$ cat src/rtl/lfr_pkg.sv
package lfr_pkg;

  typedef enum logic {
    ORDER_BASE = 1'b0,
    ORDER_CRIT = 1'b1
  } order_e;

  // Contents of the word store at a linear word address.
  function automatic logic [31:0] fill_word(input int unsigned addr);
    logic [31:0] a32;
    logic [7:0]  lo;
    a32 = addr;
    lo  = a32[7:0];
    return {lo, lo, lo, lo} ^ 32'hC0DE_0000;
  endfunction

  // Index of the first beat of a burst.
  function automatic int unsigned first_index(input order_e mode,
                                              input int unsigned target);
    return (mode == ORDER_CRIT) ? target : 0;
  endfunction

  // Index of the beat that follows idx, wrapping within the line.
  function automatic int unsigned wrap_next(input int unsigned idx,
                                            input int unsigned words);
    return (idx + 1) % words;
  endfunction

endpackage

$ cat src/rtl/lfr_sequencer.sv
module lfr_sequencer
  import lfr_pkg::*;
#(
  parameter int WORDS  = 8,
  parameter int LINE_W = 4,
  localparam int IDX_W  = $clog2(WORDS),
  localparam int ADDR_W = LINE_W + IDX_W
) (
  input  logic              clk,
  input  logic              rst,
  input  logic              req_valid,
  input  logic [LINE_W-1:0] req_line,
  input  logic [IDX_W-1:0]  req_word,
  input  order_e            req_mode,
  output logic              busy,
  output logic              accept,
  output logic              rd_en,
  output logic [ADDR_W-1:0] rd_addr,
  output logic [IDX_W-1:0]  rd_idx,
  output logic              rd_first,
  output logic              rd_last
);

  logic [IDX_W-1:0]  beat_q;
  logic [IDX_W-1:0]  idx_q;
  logic [LINE_W-1:0] line_q;
  logic              busy_q;

  assign accept   = req_valid && !busy_q;
  assign busy     = busy_q;
  assign rd_en    = busy_q;
  assign rd_idx   = idx_q;
  assign rd_addr  = {line_q, idx_q};
  assign rd_first = busy_q && (beat_q == '0);
  assign rd_last  = busy_q && (beat_q == IDX_W'(WORDS - 1));

  always_ff @(posedge clk) begin
    if (rst) begin
      busy_q <= 1'b0;
      beat_q <= '0;
      idx_q  <= '0;
      line_q <= '0;
    end else if (accept) begin
      busy_q <= 1'b1;
      beat_q <= '0;
      idx_q  <= IDX_W'(first_index(req_mode, int'(req_word)));
      line_q <= req_line;
    end else if (busy_q) begin
      beat_q <= beat_q + 1'b1;
      idx_q  <= IDX_W'(wrap_next(int'(idx_q), WORDS));
      if (rd_last) begin
        busy_q <= 1'b0;
      end
    end
  end

endmodule

$ cat src/rtl/lfr_word_store.sv
module lfr_word_store
  import lfr_pkg::*;
#(
  parameter int WORDS  = 8,
  parameter int LINE_W = 4,
  parameter int DATA_W = 32,
  localparam int IDX_W  = $clog2(WORDS),
  localparam int ADDR_W = LINE_W + IDX_W,
  localparam int DEPTH  = 1 << ADDR_W
) (
  input  logic              clk,
  input  logic              rst,
  input  logic              rd_en,
  input  logic [ADDR_W-1:0] rd_addr,
  input  logic [IDX_W-1:0]  rd_idx,
  input  logic              rd_first,
  input  logic              rd_last,
  output logic              int_ack,
  output logic [IDX_W-1:0]  int_idx,
  output logic              int_first,
  output logic              int_last,
  output logic [DATA_W-1:0] int_data
);

  logic [DATA_W-1:0] mem [DEPTH];

  for (genvar g = 0; g < DEPTH; g++) begin : g_fill
    if (DATA_W <= 32) begin : g_narrow
      assign mem[g] = DATA_W'(fill_word(g));
    end else begin : g_wide
      assign mem[g] = {{(DATA_W-32){1'b0}}, fill_word(g)};
    end
  end

  always_ff @(posedge clk) begin
    if (rst) begin
      int_ack   <= 1'b0;
      int_idx   <= '0;
      int_first <= 1'b0;
      int_last  <= 1'b0;
      int_data  <= '0;
    end else begin
      int_ack   <= rd_en;
      int_idx   <= rd_idx;
      int_first <= rd_first;
      int_last  <= rd_last;
      int_data  <= mem[rd_addr];
    end
  end

endmodule

$ cat src/rtl/lfr_bus_stage.sv
module lfr_bus_stage #(
  parameter int WORDS  = 8,
  parameter int DATA_W = 32,
  parameter int TAG_W  = 4,
  localparam int IDX_W = $clog2(WORDS)
) (
  input  logic              clk,
  input  logic              rst,
  input  logic              int_ack,
  input  logic [IDX_W-1:0]  int_idx,
  input  logic              int_last,
  input  logic [DATA_W-1:0] int_data,
  output logic              bus_ack,
  output logic [DATA_W-1:0] bus_data,
  output logic [TAG_W-1:0]  bus_tag,
  output logic              burst_done
);

  logic [TAG_W-1:0] tag_next;

  always_comb begin
    tag_next = '0;
    tag_next[IDX_W-1:0] = int_idx;
  end

  always_ff @(posedge clk) begin
    if (rst) begin
      bus_ack    <= 1'b0;
      bus_data   <= '0;
      bus_tag    <= '0;
      burst_done <= 1'b0;
    end else begin
      bus_ack    <= int_ack;
      bus_data   <= int_ack ? int_data : '0;
      bus_tag    <= int_ack ? tag_next : '0;
      burst_done <= int_ack && int_last;
    end
  end

endmodule

$ cat src/rtl/line_fill_responder.sv
module line_fill_responder
  import lfr_pkg::*;
#(
  parameter int WORDS  = 8,
  parameter int LINE_W = 4,
  parameter int DATA_W = 32,
  parameter int TAG_W  = 4,
  localparam int IDX_W  = $clog2(WORDS),
  localparam int ADDR_W = LINE_W + IDX_W
) (
  input  logic              clk,
  input  logic              rst,
  input  logic              req_valid,
  input  logic [LINE_W-1:0] req_line,
  input  logic [IDX_W-1:0]  req_word,
  input  logic              req_crit,
  output logic              busy,
  output logic              bus_ack,
  output logic [DATA_W-1:0] bus_data,
  output logic [TAG_W-1:0]  bus_tag,
  output logic              burst_done
);

  // Internal events, named so that the checker can see them.
  logic              accept;
  logic              rd_en;
  logic [ADDR_W-1:0] rd_addr;
  logic [IDX_W-1:0]  rd_idx;
  logic              rd_first;
  logic              rd_last;
  logic              int_ack;
  logic [IDX_W-1:0]  int_idx;
  logic              int_first;
  logic              int_last;
  logic [DATA_W-1:0] int_data;
  order_e            req_mode;

  assign req_mode = req_crit ? ORDER_CRIT : ORDER_BASE;

  lfr_sequencer #(.WORDS(WORDS), .LINE_W(LINE_W)) u_seq (
    .clk(clk), .rst(rst),
    .req_valid(req_valid), .req_line(req_line), .req_word(req_word),
    .req_mode(req_mode),
    .busy(busy), .accept(accept),
    .rd_en(rd_en), .rd_addr(rd_addr), .rd_idx(rd_idx),
    .rd_first(rd_first), .rd_last(rd_last)
  );

  lfr_word_store #(.WORDS(WORDS), .LINE_W(LINE_W), .DATA_W(DATA_W)) u_store (
    .clk(clk), .rst(rst),
    .rd_en(rd_en), .rd_addr(rd_addr), .rd_idx(rd_idx),
    .rd_first(rd_first), .rd_last(rd_last),
    .int_ack(int_ack), .int_idx(int_idx), .int_first(int_first),
    .int_last(int_last), .int_data(int_data)
  );

  lfr_bus_stage #(.WORDS(WORDS), .DATA_W(DATA_W), .TAG_W(TAG_W)) u_bus (
    .clk(clk), .rst(rst),
    .int_ack(int_ack), .int_idx(int_idx), .int_last(int_last),
    .int_data(int_data),
    .bus_ack(bus_ack), .bus_data(bus_data), .bus_tag(bus_tag),
    .burst_done(burst_done)
  );

endmodule

$ cat config.mk
export PLATFORM = sky130hd
export DESIGN_NAME = line_fill_responder
export DESIGN_NICKNAME = d
export VERILOG_FILES = /design/src/rtl/lfr_pkg.sv /design/src/rtl/lfr_sequencer.sv /design/src/rtl/lfr_word_store.sv /design/src/rtl/lfr_bus_stage.sv /design/src/rtl/line_fill_responder.sv
export SDC_FILE = /design/constraint.sdc
export NUM_CORES = 1
export LEC_CHECK = 0
export BUFFER_PORTS_ARGS = -buffer_cell sky130_fd_sc_hd__buf_2
export CAP_MARGIN = 20
export CORE_MARGIN = 1
export CORE_UTILIZATION = 48
export CTS_CLUSTER_SIZE = 8
export DETAILED_ROUTE_END_ITERATION = 8
export PLACE_DENSITY = 0.84
export SYNTH_ARGS = -nofsm -noshare
export SYNTH_HDL_FRONTEND = slang
export SYNTH_SLANG_ARGS = --single-unit
export TNS_END_PERCENT = 1
$ cat constraint.sdc
create_clock -name clk -period 1.5 [get_ports clk]
set_input_delay 0.375 -clock clk [delete_from_list [all_inputs] [get_ports clk]]
set_output_delay 0.375 -clock clk [all_outputs]
set_load 0.05 [all_outputs]
==> results of run 1 <==
worst reg2reg max path: stages, from the launching register on:
cell,delay (ns)
dfxtp_1,0.34
ha_1,0.21
ha_1,0.29
a21oi_1,0.15
nor2_1,0.06
synthesized netlist by cell type:
cell type   n  area (µm²)
dfxtp_1    41       820.8
buf_4      24       180.2
and2_1     15       93.84
nor2_1     14       52.55
nor2b_1     8       50.05
a21oi_1     6       30.03
mux2i_1     5       50.05
inv_1       4       15.01
a221oi_1    3       26.28
buf_6       3       33.78
ha_1        3       37.54
nand3_1     3       15.01
buf_2       2       10.01
nor3b_1     2       15.01
conb_1      1       3.750
nor2b_2     1       8.760
nor2b_4     1       13.76
xnor2_1     1       8.760
area by class of cell:
class | count | area, µm² | area share [%]
Clock inverter | 1 | 5.005 | 0.3110
Timing Repair Buffer | 48 | 247.7 | 15.40
Sequential cell | 41 | 824.5 | 51.24
Inverter | 4 | 15.01 | 0.9331
Tap cell | 31 | 38.79 | 2.411
Clock buffer | 7 | 65.06 | 4.044
Multi-Input combinational cell | 65 | 412.9 | 25.66
stage by stage:
step / total power [mW] / cells
after global placement: 1.350 / 189
after global routing: 2.039 / 197
after floorplan: 1.335 / 139
after detailed placement: 1.361 / 189
final: 1.940 / 197
after CTS: 1.961 / 197
cells by family (layout without fill, tap and decap cells):
family          after synthesis  in the layout  share of synthesized area [%]
buf+inv                      33             60                          16.31
mux                           5              5                          3.416
compound gates                9              9                          3.843
xor+xnor                      1              1                         0.5979
simple gates                 44             44                          16.99
flops                        41             41                          56.02
other cells                   1              3                         0.2559
fa+ha+maj                     3              3                          2.562
metal layers:
| layer | vias to the layer above | global-route usage (%) | wire, µm |
|---|---|---|---|
| met3 | 4 | 7.483 | 174 |
| li1 | 462 | - | - |
| met4 | 0 | 7.317 | 35 |
| met1 | 373 | 15.70 | 832 |
| met2 | 45 | 23.19 | 905 |
| met5 | - | 0 | 0 |
flip-flops by register name (all words and copies together) (netlist names):
signal            flops
u_seq.rd_idx          3
u_bus.bus_tag         2
u_bus.bus_ack         1
u_store.int_idx       2
u_bus.bus_data       11
u_store.int_last      1
u_store.int_data     11
u_store.int_ack       1
u_seq.line_q          4
u_bus.burst_done      1
u_seq.beat_q          3
u_seq.busy            1
report_power, final:
part	switching, mW	internal (mW)	leakage (nW)
registers	0.0257	1.14	0.336
logic	0.112	0.0618	0.445
clock network	0.334	0.272	0.0413
final timing paths:
path,to,slack [ns],cells past startpoint
worst max-delay path,busy,0.10,1
worst min-delay path,u_seq.line_q[1],0.27,3
worst max register to register,u_seq.beat_q[2],0.34,4
worst min register to register,u_bus.bus_data[30],0.44,1
repair_timing:
action | in CTS | in global routing
gates resized for setup | 1 | 2
setup buffers | 0 | 0
endpoints found under the setup margin | 1 | 1
==> results.md, run 1 <==
* CP Cell Sequence: clkbuf_4
* Worst Clk Skew at 0.008973 ns
* Status: finished, violations left
* Share of cells above drive strength 1 at 35.54%
* Synthesized flop and latch total at slightly above 40
* Register area share after synthesis at 56.02%
* Synth unique cells at 18
* Fin worst setup slack at 0.1012 ns
* Fill cell count at roughly 240
* Max clock buf depth at 2
* Crit path from: u_seq.busy
* Critical-path maximum fanout at 11
* YS warnings at 0
* Crit end category: output port
* Final instance area at between 0.0015 and 0.002 mm²
* First-pass GRT wire length at about 3400 µm
* Pre-CTS WS at between 0.2 and 0.3 ns
* Worst Path Required at 1.12 ns
* Critical Path AT at 1.02 ns
* Rows at 19
* Most frequent cells in the layout: buf_2, dfxtp_1, and2_1, nor2_1, nor2b_1
* Failing checks: design-rule violations
* Pwr Density at 1206 mW/mm²
* Mapped cell area at 0.001465 mm²
* Initial DRC count at 28
* MaxCap Viol Count at 0
* Routed WL at 1948 µm
* DP HPWL at 1441 µm
* RSZ-0062 raised after global routing: no
* CP max stage delay at ~0.43 ns
* Setup_tns at 0 ns
* Hold Path Origin: req_line[1]
* Crit path kind: reg2out
* H-Tree Level Count at 2
* Worst hold slack at 0.2670 ns
* Min Tclk post-route at 1.399 ns
* Delay-heaviest family, CP: flip-flops
* Starting Density at 51.79%
* Tightest Hold Check Type: in2reg
* TritonCTS Sinks at between 40 and 50
* Die H at 57.25 µm
* Crit-path slowest cell: dfxtp_4
* CP Buf/Inv Count at 1
* Final Max Tran Viols at 0
* Vias at 884
* Port bufs at 46
* Final-stage net count at roughly 180
* Post-DP Area at about 0.0015 mm²
* Fmax at 714.9 MHz
* Core footprint at 0.002829 mm²
* # hold bufs at CTS at 0
* Post-route ant nets at 0
* Routed vias/inst at 4.487
* Hold Fails Final Rpt at 0
* Core Util, Final at 56.88%
* Vias in the first global route at 774
* Clock Latency Late Sink at about 0.35 ns
* Die Wd at 57.25 µm
* 1st-pass router iterations at 6
* P&R area growth vs syn at 9.820%
* Die ar. at ~0.0033 mm²
* Largest net degree at the start of global routing at 17
* Wire length per cell at 9.888 µm
* IO Pins at 50
* DRC violations left at 8
* Pleak at 0.8219 nW
* Cells after Synth at 137
* Most common cell after layout, fill and taps aside: buf_2
* Gr ovfl total at 0
* CTS Buf Count at 5
* Final setup viols at 0
* Final Cycle Share at 93.25%
* Gp weighted congestion at 0.6703
* Clock slew at reported path FFs at approximately 0.12 ns
* CTS tree: done
* GRT Total Usage at 14.46%
* Syn_area_per_cell at 10.69 µm²
* Initial antenna violation count at 0
* Root Buffer: clkbuf_4
* ANT cells at 0
* Maximum vdd drop at roughly 0.67 mV
* CP Launch Type: flip-flop
* Worst reg2reg startpoint: u_seq.beat_q[0]
(Power assumes the default switching activity.)
==> run 2: changes to the inputs <==
--- a/config.mk
+++ b/config.mk
@@ -8,10 +8,11 @@
 export BUFFER_PORTS_ARGS = -buffer_cell sky130_fd_sc_hd__buf_2
 export CAP_MARGIN = 20
 export CORE_MARGIN = 1
-export CORE_UTILIZATION = 48
+export CORE_UTILIZATION = 51
+export CTS_BUF_LIST = sky130_fd_sc_hd__clkbuf_2 sky130_fd_sc_hd__clkbuf_4 sky130_fd_sc_hd__clkbuf_8
 export CTS_CLUSTER_SIZE = 8
 export DETAILED_ROUTE_END_ITERATION = 8
-export PLACE_DENSITY = 0.84
+export PLACE_DENSITY = 0.88
 export SYNTH_ARGS = -nofsm -noshare
 export SYNTH_HDL_FRONTEND = slang
 export SYNTH_SLANG_ARGS = --single-unit
==> run 2 against run 1 <==
The run now ends clean. Worst setup slack gained 0.013 ns. Largest cell class unchanged. Highest routed layer unchanged. Maximum frequency grew 0.93%. Largest power group unchanged. Cell count is the same. Critical path type unchanged.
==> results.md, run 2 (synthesized netlist as in run 1, its figures left out) <==
* Status: finished clean
* Worst Hold Depth at 2 (-1)
* Hold Path Origin: rst
* Logic pwr share at 8.0% (-1.0 points)
* CP Buf/Inv Count at 1 (unchanged)
* Wire length per cell at 10.49 µm (+6.1%)
* Share of cells above drive strength 1 at 35.54% (unchanged)
* Final setup viols at 0 (unchanged)
* Fin worst setup slack at 0.1140 ns (+0.01283 ns)
* Largest net degree at the start of global routing at 18 (+1)
* Pre-CTS WS at 0.3172 ns (+0.05880 ns)
* Pwr Density at 1355 mW/mm² (+12%)
* Setup_tns at 0 ns (unchanged)
* Die Wd at 55.60 µm (-2.9%)
* Routed WL at 2066 µm (+6.1%)
* Vias at 900 (+1.8%)
* Switching pwr at 0.5039 mW (+6.8%)
* Switching share of total power at 22.63% (-1.7 points)
* IO Pins at 50 (unchanged)
* Worst Path Required at 1.12 ns (about the same)
* Clk network pwr share at 39.8% (+8.6 points)
* MaxCap Viol Count at 0 (unchanged)
* 1st-pass router iterations at 4 (-2)
* Hold Fails Final Rpt at 0 (unchanged)
* Critical-path maximum fanout at 5 (-6)
* Crit path kind: reg2out
* Gr ovfl total at 0 (unchanged)
* Worst Clk Skew at 0.007026 ns (-0.001948 ns)
* Internal power at 1.723 mW (+17%)
* Worst reg2reg startpoint: u_seq.beat_q[0]
* Post-route ant nets at 0 (unchanged)
* Root Buffer: clkbuf_4
* Vias in the first global route at 764 (-1.3%)
* CTS Buf Count at 5 (unchanged)
* Regs by FF count: u_bus.bus_data: 11 flops, u_store.int_data: 11 flops, u_seq.line_q: 4 flops
* Seq pwr share at 52.2% (-7.6 points)
* DRC violations left at 0 (-8)
* H-Tree Level Count at 2 (unchanged)
* GRT Total Usage at 14.05% (-0.41 points)
* Final Cycle Share at 92.40% (-0.86 points)
* Initial DRC count at 4 (-86%)
* Rows at 19 (unchanged)
* Critical Path AT at 1.01 ns (about the same)
* Area of the multi-input gates at 412.9 µm² (unchanged)
* Final Max Tran Viols at 0 (unchanged)
* Clock Latency Late Sink at 0.35 ns (about the same)
* TritonCTS Sinks at 41 (unchanged)
* Levels on crit path at 1 (unchanged)
* Worst R2R Setup Slack at 0.36 ns (+0.02 ns)
* R2R depth at 4 (unchanged)
* Most frequent cells in the layout: buf_2, dfxtp_1, and2_1, nor2_1, nor2b_1
* Die ar. at 0.003091 mm² (-5.7%)
* CP max stage delay at 0.38 ns (-0.05 ns)
* RSZ-0062 raised after global routing: no
* P&R area growth vs syn at 12.13%
* # hold bufs at CTS at 0 (unchanged)
* Min Tclk post-route at 1.386 ns (-0.01283 ns)
* Reg-to-Reg End: u_seq.beat_q[2]
* Die H at 55.60 µm (-2.9%)
* Crit end category: output port
* CP Cell Sequence: buf_2
* Most common cell after layout, fill and taps aside: buf_2
* Delay-heaviest family, CP: flip-flops
* Clock slew at reported path FFs at 0.12 ns (about the same)
* Routed vias/inst at 4.569 (+1.8%)
* ANT cells at 0 (unchanged)
* Total power at 2.227 mW (+15%)
* Fill cell count at 234 (-1.7%)
* Hold Path Sink: u_store.int_data[23]
* Max clock buf depth at 2 (unchanged)
* Crit-path slowest cell: dfxtp_1
* Sequential Area at 822.0 µm² (-0.30%)
* Port bufs at 46 (unchanged)
* Initial antenna violation count at 0 (unchanged)
* Core footprint at 0.002734 mm² (-3.4%)
* Final-stage net count at 179 (unchanged)
* Maximum vdd drop at 1.086 mV (+63%)
* Gp weighted congestion at 0.6401 (-4.5%)
* Starting Density at 53.59% (+1.8 points)
* First-pass GRT wire length at 3222 µm (-5.5%)
* Worst hold slack at 0.2612 ns (-0.005855 ns)
* Tightest Hold Check Type: in2reg
* CP Launch Type: flip-flop
* Fmax at 721.5 MHz (+0.93%)
* Pleak at 0.8364 nW (+1.8%)
* CTS tree: done
run 2: changes by cell type in the layout (fill, tap and decap cells not counted), sizes merged:
cell    before  now
inv          4    5
buf         47   48
clkbuf       8    5
clkinv       1    0
bufinv       0    2
run 2: how the worst max path moves through the flow:
stage / to / slack [ns] / startpoint
3_3_place_gp: u_seq.line_q[3] / 0.37 / req_valid
5_1_grt: bus_data[24] / 0.06 / u_bus.bus_tag[0]
3_5_place_dp: u_seq.line_q[3] / 0.32 / req_valid
6_report: bus_tag[0] / 0.11 / u_bus.bus_tag[0]
4_1_cts: busy / 0.04 / u_seq.busy
2_1_floorplan: bus_data[16] / 0.17 / u_bus.bus_tag[0]
run 2: power groups by stage:
stage / Sequential [mW] / Combinational (mW) / Clock (mW)
final: 1.16 / 0.178 / 0.887
after global routing: 1.17 / 0.192 / 0.951
after CTS: 1.16 / 0.179 / 0.902
after detailed placement: 1.19 / 0.177 / 0
after global placement: 1.18 / 0.168 / 0
after floorplan: 1.21 / 0.129 / 0
run 2: layer usage:
layer / up-vias / part of all wire [%] / global-route usage, %
li1: 461 / - / -
met1: 384 / 41 / 14.09
met2: 50 / 48 / 23.92
met3: 5 / 9.3 / 7.442
met4: 0 / 1.3 / 6.429
met5: - / 0 / 0
run 2: cell type report:
class                   count  share of cell area, %
clock inverters             3                  4.189
well taps                  31                  2.361
multi-input cells          65                  25.13
repair buffers             48                  15.08
clock buffers               5                  2.285
inverters                   4                 0.9139
flip-flops and latches     41                  50.04
run 2: per-stage QoR:
stage	utilization (%)	instances	area [µm²]
finish	60.09	197	1643
global placement	56.06	189	1533
floorplan	-	139	1473
CTS	60.05	197	1642
detailed placement	56.06	189	1533
global route	60.09	197	1643
run 2: timing repair:
action,CTS,global route
pin swaps,0,0
endpoints found under the setup margin,1,1
hold endpoints to repair,0,0
gates resized for setup,1,1
buffers inserted,0,0
